### config.mk
export PLATFORM = sky130hd
export DESIGN_NAME = flash_bank_seq
export DESIGN_NICKNAME = d
export VERILOG_FILES = /design/src/rtl/flash_seq_pkg.sv /design/src/rtl/flash_seq_dp.sv /design/src/rtl/flash_seq_ctrl.sv /design/src/rtl/flash_bank_seq.sv
export SDC_FILE = /design/constraint.sdc
export NUM_CORES = 1
export LEC_CHECK = 0
export BUFFER_PORTS_ARGS = -buffer_cell sky130_fd_sc_hd__buf_4
export CAP_MARGIN = 10
export CORE_UTILIZATION = 40
export DETAILED_ROUTE_END_ITERATION = 16
export GPL_TIMING_DRIVEN = 1
export SKIP_LAST_GASP = 1
export SYNTH_ARGS = -nofsm -noshare
export SYNTH_HDL_FRONTEND = slang
export SYNTH_SLANG_ARGS = --single-unit
### constraint.sdc
create_clock -name clk -period 4.05 [get_ports clk]
set_input_delay 0.6075 -clock clk [delete_from_list [all_inputs] [get_ports clk]]
set_output_delay 0.6075 -clock clk [all_outputs]
set_load 0.02 [all_outputs]
### src/rtl/flash_seq_pkg.sv
package flash_seq_pkg;

  localparam logic [7:0] CMD_ERASE_SETUP = 8'h20;
  localparam logic [7:0] CMD_ERASE_GO    = 8'hD0;
  localparam logic [7:0] CMD_PROG_SETUP  = 8'h40;
  localparam logic [7:0] CMD_STATUS_RD   = 8'h70;
  localparam logic [7:0] CMD_STATUS_CLR  = 8'h50;
  localparam logic [7:0] CMD_ARRAY_MODE  = 8'hFF;

  localparam int         STAT_READY_BIT = 7;
  localparam logic [7:0] STAT_ERR_MASK  = 8'h38;
  localparam logic [7:0] ERASED_BYTE    = 8'hFF;

  typedef enum logic [3:0] {
    S_IDLE, S_ERS_SETUP, S_ERS_GO, S_PGM_SETUP, S_PGM_GAP, S_PGM_DATA,
    S_POLL_CMD, S_POLL_RD, S_POLL_EVAL, S_CLR, S_RST, S_VER_RD, S_VER_CMP,
    S_FINISH
  } seqState_t;

  // strobes from control to datapath
  typedef struct packed {
    logic       busWr;
    logic       busRd;
    logic       useOfs;
    logic       useSrc;
    logic [7:0] opcode;
    logic       latchReq;
    logic       clrOfs;
    logic       incOfs;
    logic       clrPoll;
    logic       incPoll;
    logic       loadGap;
    logic       decGap;
    logic       capStatus;
    logic       setFail;
    logic       setTimeout;
  } seqStrobe_t;

endpackage

### src/rtl/flash_seq_dp.sv
module flash_seq_dp
  import flash_seq_pkg::*;
#(
  parameter int BANK_BYTES = 8192,
  parameter int BANK_W     = 1,
  parameter int POLL_LIMIT = 1000000,
  parameter int GAP_CYC    = 100,
  localparam int OFS_W     = $clog2(BANK_BYTES),
  localparam int ADDR_W    = BANK_W + OFS_W,
  localparam int POLL_W    = $clog2(POLL_LIMIT + 1),
  localparam int GAP_W     = (GAP_CYC > 1) ? $clog2(GAP_CYC) : 1
) (
  input  logic              clk,
  input  logic              rstN,
  input  seqStrobe_t        st,
  input  logic              opProgram,
  input  logic [BANK_W-1:0] bankSel,
  input  logic [7:0]        srcData,
  input  logic [7:0]        flRdata,
  output logic [OFS_W-1:0]  srcIdx,
  output logic              flWe,
  output logic              flRe,
  output logic [ADDR_W-1:0] flAddr,
  output logic [7:0]        flWdata,
  output logic              isProgram,
  output logic              lastOfs,
  output logic              gapZero,
  output logic              pollExhausted,
  output logic              statusReady,
  output logic              verifyMatch,
  output logic              failed,
  output logic              timedOut,
  output logic [7:0]        errStatus
);

  localparam logic [OFS_W-1:0]  OFS_LAST  = OFS_W'(BANK_BYTES - 1);
  localparam logic [POLL_W-1:0] POLL_MAX  = POLL_W'(POLL_LIMIT);
  localparam logic [GAP_W-1:0]  GAP_LOAD  = GAP_W'(GAP_CYC - 1);

  logic [BANK_W-1:0] bankReg;
  logic [OFS_W-1:0]  ofs;
  logic [POLL_W-1:0] pollCnt;
  logic [GAP_W-1:0]  gapCnt;

  always_ff @(posedge clk or negedge rstN) begin
    if (!rstN) begin
      bankReg   <= '0;
      isProgram <= 1'b0;
      ofs       <= '0;
      pollCnt   <= '0;
      gapCnt    <= '0;
      failed    <= 1'b0;
      timedOut  <= 1'b0;
      errStatus <= '0;
    end else begin
      if (st.latchReq) begin
        bankReg   <= bankSel;
        isProgram <= opProgram;
        failed    <= 1'b0;
        timedOut  <= 1'b0;
        errStatus <= '0;
      end
      if (st.clrOfs)       ofs <= '0;
      else if (st.incOfs)  ofs <= ofs + 1'b1;
      if (st.clrPoll)      pollCnt <= '0;
      else if (st.incPoll) pollCnt <= pollCnt + 1'b1;
      if (st.loadGap)      gapCnt <= GAP_LOAD;
      else if (st.decGap)  gapCnt <= gapCnt - 1'b1;
      if (st.capStatus)    errStatus <= flRdata & STAT_ERR_MASK;
      if (st.setFail)      failed <= 1'b1;
      if (st.setTimeout)   timedOut <= 1'b1;
    end
  end

  assign srcIdx        = ofs;
  assign flWe          = st.busWr;
  assign flRe          = st.busRd;
  assign flAddr        = {bankReg, (st.useOfs ? ofs : OFS_W'(0))};
  assign flWdata       = st.useSrc ? srcData : st.opcode;
  assign lastOfs       = (ofs == OFS_LAST);
  assign gapZero       = (gapCnt == '0);
  assign pollExhausted = (pollCnt == POLL_MAX);
  assign statusReady   = flRdata[STAT_READY_BIT];
  assign verifyMatch   = (flRdata == (isProgram ? srcData : ERASED_BYTE));

endmodule

### src/rtl/flash_seq_ctrl.sv
module flash_seq_ctrl
  import flash_seq_pkg::*;
(
  input  logic       clk,
  input  logic       rstN,
  input  logic       startReq,
  input  logic       opProgram,
  input  logic       isProgram,
  input  logic       lastOfs,
  input  logic       gapZero,
  input  logic       pollExhausted,
  input  logic       statusReady,
  input  logic       verifyMatch,
  input  logic       timedOut,
  output seqStrobe_t st,
  output logic       busy,
  output logic       done
);

  seqState_t state, nxt;

  always_ff @(posedge clk or negedge rstN) begin
    if (!rstN) state <= S_IDLE;
    else       state <= nxt;
  end

  always_comb begin
    st  = '0;
    nxt = state;
    unique case (state)
      S_IDLE: if (startReq) begin
        st.latchReq = 1'b1;
        st.clrOfs   = 1'b1;
        nxt = opProgram ? S_PGM_SETUP : S_ERS_SETUP;
      end
      S_ERS_SETUP: begin
        st.busWr = 1'b1; st.opcode = CMD_ERASE_SETUP;
        nxt = S_ERS_GO;
      end
      S_ERS_GO: begin
        st.busWr = 1'b1; st.opcode = CMD_ERASE_GO; st.clrPoll = 1'b1;
        nxt = S_POLL_CMD;
      end
      S_PGM_SETUP: begin
        st.busWr = 1'b1; st.useOfs = 1'b1; st.opcode = CMD_PROG_SETUP;
        st.loadGap = 1'b1;
        nxt = S_PGM_GAP;
      end
      S_PGM_GAP: begin
        if (gapZero) nxt = S_PGM_DATA;
        else         st.decGap = 1'b1;
      end
      S_PGM_DATA: begin
        st.busWr = 1'b1; st.useOfs = 1'b1; st.useSrc = 1'b1;
        st.clrPoll = 1'b1;
        nxt = S_POLL_CMD;
      end
      S_POLL_CMD: begin
        st.busWr = 1'b1; st.opcode = CMD_STATUS_RD; st.incPoll = 1'b1;
        nxt = S_POLL_RD;
      end
      S_POLL_RD: begin
        st.busRd = 1'b1;
        nxt = S_POLL_EVAL;
      end
      S_POLL_EVAL: begin
        st.capStatus = 1'b1;
        if (statusReady) begin
          if (isProgram && !lastOfs) begin
            st.incOfs = 1'b1;
            nxt = S_PGM_SETUP;
          end else begin
            nxt = S_CLR;
          end
        end else if (pollExhausted) begin
          st.setTimeout = 1'b1;
          st.setFail    = 1'b1;
          nxt = S_CLR;
        end else begin
          nxt = S_POLL_CMD;
        end
      end
      S_CLR: begin
        st.busWr = 1'b1; st.opcode = CMD_STATUS_CLR;
        nxt = S_RST;
      end
      S_RST: begin
        st.busWr = 1'b1; st.opcode = CMD_ARRAY_MODE; st.clrOfs = 1'b1;
        nxt = timedOut ? S_FINISH : S_VER_RD;
      end
      S_VER_RD: begin
        st.busRd = 1'b1; st.useOfs = 1'b1;
        nxt = S_VER_CMP;
      end
      S_VER_CMP: begin
        if (!verifyMatch) begin
          st.setFail = 1'b1;
          nxt = S_FINISH;
        end else if (lastOfs) begin
          nxt = S_FINISH;
        end else begin
          st.incOfs = 1'b1;
          nxt = S_VER_RD;
        end
      end
      S_FINISH: nxt = S_IDLE;
      default:  nxt = S_IDLE;
    endcase
  end

  assign busy = (state != S_IDLE);
  assign done = (state == S_FINISH);

endmodule

### src/rtl/flash_bank_seq.sv
module flash_bank_seq
  import flash_seq_pkg::*;
#(
  parameter int BANK_BYTES = 8192,
  parameter int NUM_BANKS  = 2,
  parameter int CLK_HZ     = 100000000,
  parameter int GAP_NS     = 1000,
  parameter int POLL_LIMIT = 1000000,
  localparam int BANK_W    = (NUM_BANKS > 1) ? $clog2(NUM_BANKS) : 1,
  localparam int OFS_W     = $clog2(BANK_BYTES),
  localparam int ADDR_W    = BANK_W + OFS_W,
  localparam int GAP_RAW   = (CLK_HZ / 1000000) * GAP_NS / 1000,
  localparam int GAP_CYC   = (GAP_RAW < 1) ? 1 : GAP_RAW
) (
  input  logic              clk,
  input  logic              rstN,
  input  logic              startReq,
  input  logic              opProgram,
  input  logic [BANK_W-1:0] bankSel,
  output logic [OFS_W-1:0]  srcIdx,
  input  logic [7:0]        srcData,
  output logic              flWe,
  output logic              flRe,
  output logic [ADDR_W-1:0] flAddr,
  output logic [7:0]        flWdata,
  input  logic [7:0]        flRdata,
  output logic              busy,
  output logic              done,
  output logic              failed,
  output logic              timedOut,
  output logic [7:0]        errStatus
);

  seqStrobe_t st;
  logic isProgram, lastOfs, gapZero, pollExhausted, statusReady, verifyMatch;

  flash_seq_ctrl uCtrl (
    .clk(clk), .rstN(rstN), .startReq(startReq), .opProgram(opProgram),
    .isProgram(isProgram), .lastOfs(lastOfs), .gapZero(gapZero),
    .pollExhausted(pollExhausted), .statusReady(statusReady),
    .verifyMatch(verifyMatch), .timedOut(timedOut), .st(st),
    .busy(busy), .done(done)
  );

  flash_seq_dp #(
    .BANK_BYTES(BANK_BYTES), .BANK_W(BANK_W),
    .POLL_LIMIT(POLL_LIMIT), .GAP_CYC(GAP_CYC)
  ) uDp (
    .clk(clk), .rstN(rstN), .st(st), .opProgram(opProgram),
    .bankSel(bankSel), .srcData(srcData), .flRdata(flRdata),
    .srcIdx(srcIdx), .flWe(flWe), .flRe(flRe), .flAddr(flAddr),
    .flWdata(flWdata), .isProgram(isProgram), .lastOfs(lastOfs),
    .gapZero(gapZero), .pollExhausted(pollExhausted),
    .statusReady(statusReady), .verifyMatch(verifyMatch),
    .failed(failed), .timedOut(timedOut), .errStatus(errStatus)
  );

endmodule

# Word level (Yosys, flattened, before mapping)
# Index checks and enable logic that the tools add are counted.
# W data, S select, Z words.
[word_totals] reg_bits=56 output_inout_bits=49 elab_cells=94
[op_classes] n_addsub=3 n_eq_ne=18 mux=48 reduce_logical=16
[ops] op="$pmux W4 S12" n=1
[ops] op="$pmux W8 S6" n=1
[ops] op="$mux W20" n=2
[ops] op="$mux W13" n=3
[ops] op="$mux W8" n=4
[ops] op="$eq A4 B4 Y1 const B" n=6
[ops] op="$add A20 B1 Y20 const B" n=1
[ops] op="$eq A20 B20 Y1 const B" n=1
[ops] op="$mux W1" n=20
[ops] op="$mux W4" n=5
[ops] op="$eq A4 B3 Y1 const B" n=4
[ops] op="$mux W7" n=2
[ops] op="$add A13 B1 Y13 const B" n=1
[ops] op="$eq A13 B13 Y1 const B" n=1
[ops] op="$reduce_bool A2 Y1" n=6
[ops] op="$mux W3" n=3
[ops] op="$eq A4 B2 Y1 const B" n=2
[ops] op="$eq A8 B8 Y1" n=1
[ops] op="$mux W2" n=4
[ops] op="$logic_not A7 Y1" n=1
[ops] op="$reduce_or A7 Y1" n=1
[ops] op="$sub A7 B1 Y7 const B" n=1
[ops] op="$pmux W1 S2" n=3
[ops] op="$eq A4 B1 Y1 const B" n=1
[ops] op="other kinds (8)" n=10

# Logic depth before layout (Yosys ltp)
[depth] ltp_word=8 mapped_depth=9

# By module
# Synthesis repeated with hierarchy kept, for this count alone.
[hier_totals] hier_cells=384 area_unflattened_um2=3353.2
[modules_own_cells] mod="flash_seq_dp" instances=1 cells_each=296 area_per_inst_um2=2786.4
[modules_own_cells] mod="flash_seq_ctrl" instances=1 cells_each=88 area_per_inst_um2=566.8

# Worst setup path before layout
# OpenSTA, ideal clock, no wires.
[synth_path] kind="input to register" startpoint="input srcData[2]" endpoint="register uDp.ofs[4], in the netlist uDp.srcIdx[4]" setup_time_ns=0.081 arrival_ns=2.094 t_required_ns=3.969 setup_slack_ns=1.875 path_stages=7 n_path_buf=1 path_cell_list="xor2_1 or4_1 a32oi_1 o221ai_2 buf_2 o31ai_2 mux2i_1"
[synth_via] elab_chain_cells=5
[synth_lines] element="start, declared" line="flash_bank_seq.sv:21" rtl="input logic [7:0] srcData,"
[synth_lines] element="$mux W8" line="flash_seq_dp.sv:84" rtl="assign verifyMatch = (flRdata == (isProgram ? srcData : ERASED_BYTE));"
[synth_lines] element="$eq A8 B8 Y1" line="flash_seq_dp.sv:84"
[synth_lines] element="$mux W1" line="flash_seq_ctrl.sv:96" rtl="if (!verifyMatch) begin"
[synth_lines] element="$pmux W1 S2" line="flash_seq_ctrl.sv:30" rtl="unique case (state)"
[synth_lines] element="$reduce_bool A2 Y1 (no line)"
[synth_lines] element="end signal, assigned" line="flash_seq_dp.sv:64" rtl="else if (st.incOfs) ofs <= ofs + 1'b1;"
[synth_lines] element="end, declared" line="flash_seq_dp.sv:41" rtl="logic [OFS_W-1:0] ofs;"
# No other way between the ends.
# A chain may end at the register's enable or synchronous reset.

# Worst setup path in the final report
[layout_path] startpoint="register uCtrl.state[3]" endpoint="output flAddr[1]"
[layout_via] elab_chain_cells=4
[layout_lines] element="start, declared" line="flash_seq_ctrl.sv:20" rtl="seqState_t state, nxt;"
[layout_lines] element="start signal, assigned" line="flash_seq_ctrl.sv:24" rtl="else state <= nxt;"
[layout_lines] element="$eq A4 B2 Y1, or another cell as far along" line="flash_seq_ctrl.sv:30"
[layout_lines] element="$reduce_or A3 Y1 (no line) *"
[layout_lines] element="$mux W1 *" line="flash_seq_ctrl.sv:30"
[layout_lines] element="$mux W13 *" line="flash_seq_dp.sv:78" rtl="assign flAddr = {bankReg, (st.useOfs ? ofs : OFS_W'(0))};"
[layout_lines] element="end, declared" line="flash_bank_seq.sv:24" rtl="output logic [ADDR_W-1:0] flAddr,"
# Mark *: on every way between the ends. The rest lies on a longest branch, timed or not.

==> key figures <==
Logic synthesis
  – Synth cell types: 54
  – Dominant synthesized flop cell: dfrtp_1
  – Synth top area share: 37.4%
  – Syn avg cell area: 8.41 µm²
  – EDFF count, synth: 0
  – Post-synthesis sequential area ratio: 37.4%
  – Synth area leader: dfrtp_1
  – Cells after synthesis: 406
  – Post-synth ARST share: 100%
  – Synth top area cells: dfrtp_1 (37%), nand2_1 (5.3%), nor2_1 (4.6%), mux2i_1 (4.4%), xor2_1 (4.4%)
  – Post-Syn Area: 3410 µm²
  – Yosys Warn Count: 0
  – #FFs+latches synth: 51

Clock network
  – Clock Path Buffers: 2
  – Root Buffer: clkbuf_8
  – Post-CTS Hold Buffers: 0
  – # H-tree levels: 2
  – CTS Sinks: 51
  – CTS clk-pin slew, worst paths: 100 ps
  – CTS tree: done
  – Post-CTS Resized: 0
  – Post-CTS Setup Inserts: 0
  – Worst skew pair latency: 310 ps
  – Total CTS buffers: 5

Floorplan
  – Die area: 8910 µm²
  – Initial core utilization: 41.5%
  – Core Region: 8220 µm²
  – Ports: 70
  – Die extent in x: 94.4 µm
  – Die Ht: 94.4 µm
  – Row count: 33

Global routing
  – Grt met1 use: 29.6%
  – Initial antenna violation count: 0
  – Overflow after GRT: 0
  – Grt met2 use: 32.6%
  – GR Util met3: 3.54%
  – Vias in the first global route: 2858
  – Largest net degree at the start of global routing: 52
  – GRT Util Overall: 20.8%
  – Most Crowded Layer GR: met2
  – First-pass GRT wire length: 14400 µm

STA
  – Crit path time final: 3030 ps
  – Peak Freq: 330 MHz
  – Rel. slew slack: 37.0%
  – Setup ws final: 1020 ps
  – Final TNS setup: 0 ps
  – Fin. max-slew vios: 0
  – Final Hold Vio Count: 0
  – Worst slew pin tran: 919 ps
  – RSZ-0062 raised after global routing: false
  – Setup Viol. Count Final: 0
  – Final period utilization: 74.9%
  – Fin Clk Skew: 11.4 ps

Placement
  – RePlAce Congestion: 0.850
  – DP Wirelength: 6230 µm
  – Pre-CTS setup slack: 1380 ps
  – IO buf count: 64

Critical path
  – CP Class: flop to primary output
  – Max incr delay on CP: 730 ps
  – Critical Path RT: 3440 ps
  – Slowest stage cell, crit path: mux2i_1
  – Arr. time, crit path: 2430 ps
  – Setup crit end kind: primary output
  – Worst setup SP type: flop
  – CP Max Fanout: 15
  – CP cell instances: inv_1 -> nand2_1 -> mux2i_1 -> and3_1 -> buf_4

Power
  – Logic pwr share: 45.8%
  – Max VDD drop: 199 µV
  – Sw frac: 45.5%
  – Internal Power: 1100 µW
  – Sequential share of power: 38.2%
  – Leak: 0.00188 µW
  – Switching power: 916 µW
  – Pwr Density: 501 nW/µm²
  – Clock Power Share: 16.0%

Drt
  – DRC violations left: 0
  – First-pass DRT Iterations: 4
  – DRT antenna net count: 0
  – Initial DRC count: 131
  – DR WL/cell: 15.4 µm
  – Routed via count: 3087
  – Vias/cell: 5.52
  – Final WL: 8610 µm

Finish
  – ANT cells: 0
  – Area grow syn2layout: 17.7%
  – Nets@finish: 479
  – Final core utilization: 48.9%
  – Layout cells sized above 1: 18.3%

Min path
  – Min-Delay Path Class: primary input to async pin

Run
  – Max-Cap Viols: 0

Outcome
  – Status: finished clean
==> registers in the layout, summed over array words and instances, names as in the netlist <==
signal         flops
uDp.failed         1
uCtrl.state        4
uDp.isProgram      1
uDp.errStatus      3
uDp.srcIdx        13
uDp.gapCnt         7
uDp.timedOut       1
uDp.pollCnt       20
uDp.bankReg        1
==> worst max-delay path: cells and delay by family (launching register included) <==
family                 cells  cell delay, ps
buffers and inverters      2             410
multiplexers               1             730
AND/OR/NAND/NOR            2             410
flip-flops                 1             560
==> stage by stage <==
step	area, µm²	std cells	hold WS (ps)	total power, µW
after floorplan	3430	410	312	1390
after global placement	3920	551	487	1680
after detailed placement	3920	551	490	1700
after CTS	4020	559	345	2030
after global routing	4020	559	380	2170
final	4020	559	317	2010
==> cells by family (layout without fill, tap and decap cells) <==
family	count (synthesis)	in the layout	share of synthesized area, %
xor+xnor	26	26	6.67
mux	18	18	5.39
compound gates	60	60	11.9
buf+inv	37	81	4.80
fa+ha+maj	5	5	1.83
simple gates	208	208	31.9
other cells	1	5	0.110
flops	51	51	37.4
==> placed cells by master (no fill, tap or decap), types with 13 or more instances in the layout <==
master and n:
buf_4 65, dfrtp_1 51, nand2_1 48, nor2_1 42, nand3_1 22, and3_1 21
xor2_1 17, o21ai_0 16, mux2i_1 15, nand4_1 14, nand2b_1 13
==> final timing paths <==
kind	from	to	slack, ps	depth (start not counted)
worst max-delay path	uCtrl.state[3]$_DFFE_PN0P_	flAddr[1]	1020	5
worst min-delay path	rstN	uDp.errStatus[3]$_DFFE_PN0P_	320	1
worst max register to register	uCtrl.state[0]$_DFFE_PN0P_	uDp.srcIdx[11]$_DFFE_PN0P_	1430	6
worst min register to register	uDp.errStatus[5]$_DFFE_PN0P_	uDp.errStatus[5]$_DFFE_PN0P_	510	1
max in group asynchronous	rstN	uDp.srcIdx[5]$_DFFE_PN0P_	3280	1
min in group clk	uDp.errStatus[5]$_DFFE_PN0P_	uDp.errStatus[5]$_DFFE_PN0P_	510	1
==> metal layers <==
| layer | wire length (µm) | share of wire (%) | vias to the layer above |
|---|---|---|---|
| li1 | - | - | 1518 |
| met1 | 4110 | 48 | 1494 |
| met4 | 102 | 1.2 | 0 |
| met3 | 381 | 4.4 | 9 |
| met5 | 0 | 0 | - |
| met2 | 4020 | 47 | 66 |
==> synth_stat cells (4+ instances only) <==
| cell | instances |
|---|---|
| dfrtp_1 | 51 |
| buf_4 | 6 |
| a21o_1 | 6 |
| nand2_1 | 48 |
| and2_1 | 8 |
| nand2b_1 | 13 |
| ha_1 | 5 |
| mux2i_1 | 15 |
| and4_1 | 4 |
| nor2_1 | 42 |
| clkbuf_1 | 18 |
| inv_1 | 7 |
| or3_1 | 6 |
| nand3_1 | 22 |
| xnor2_1 | 9 |
| a21oi_1 | 12 |
| nor3_1 | 6 |
| nor2b_1 | 4 |
| o21ai_0 | 16 |
| xor2_1 | 17 |
| nand4_1 | 14 |
| and3_1 | 21 |
==> area by class of cell <==
cell class,count,area [µm²]
fill,804,4200
multi-input combinational,322,1990
sequential,51,1280
timing repair buffer,65,488
tap,105,131
clock buffer,6,82.6
inverter,8,30.0
clock inverter,2,16.3
==> power by group through the flow <==
stage | logic (µW) | registers, µW | clock network, µW
2_1_floorplan | 691 | 697 | 0
3_3_place_gp | 901 | 775 | 0
3_5_place_dp | 925 | 777 | 0
4_1_cts | 927 | 768 | 337
5_1_grt | 1020 | 792 | 354
6_report | 921 | 769 | 323
Note: power is estimated with default switching activity, not from simulation.
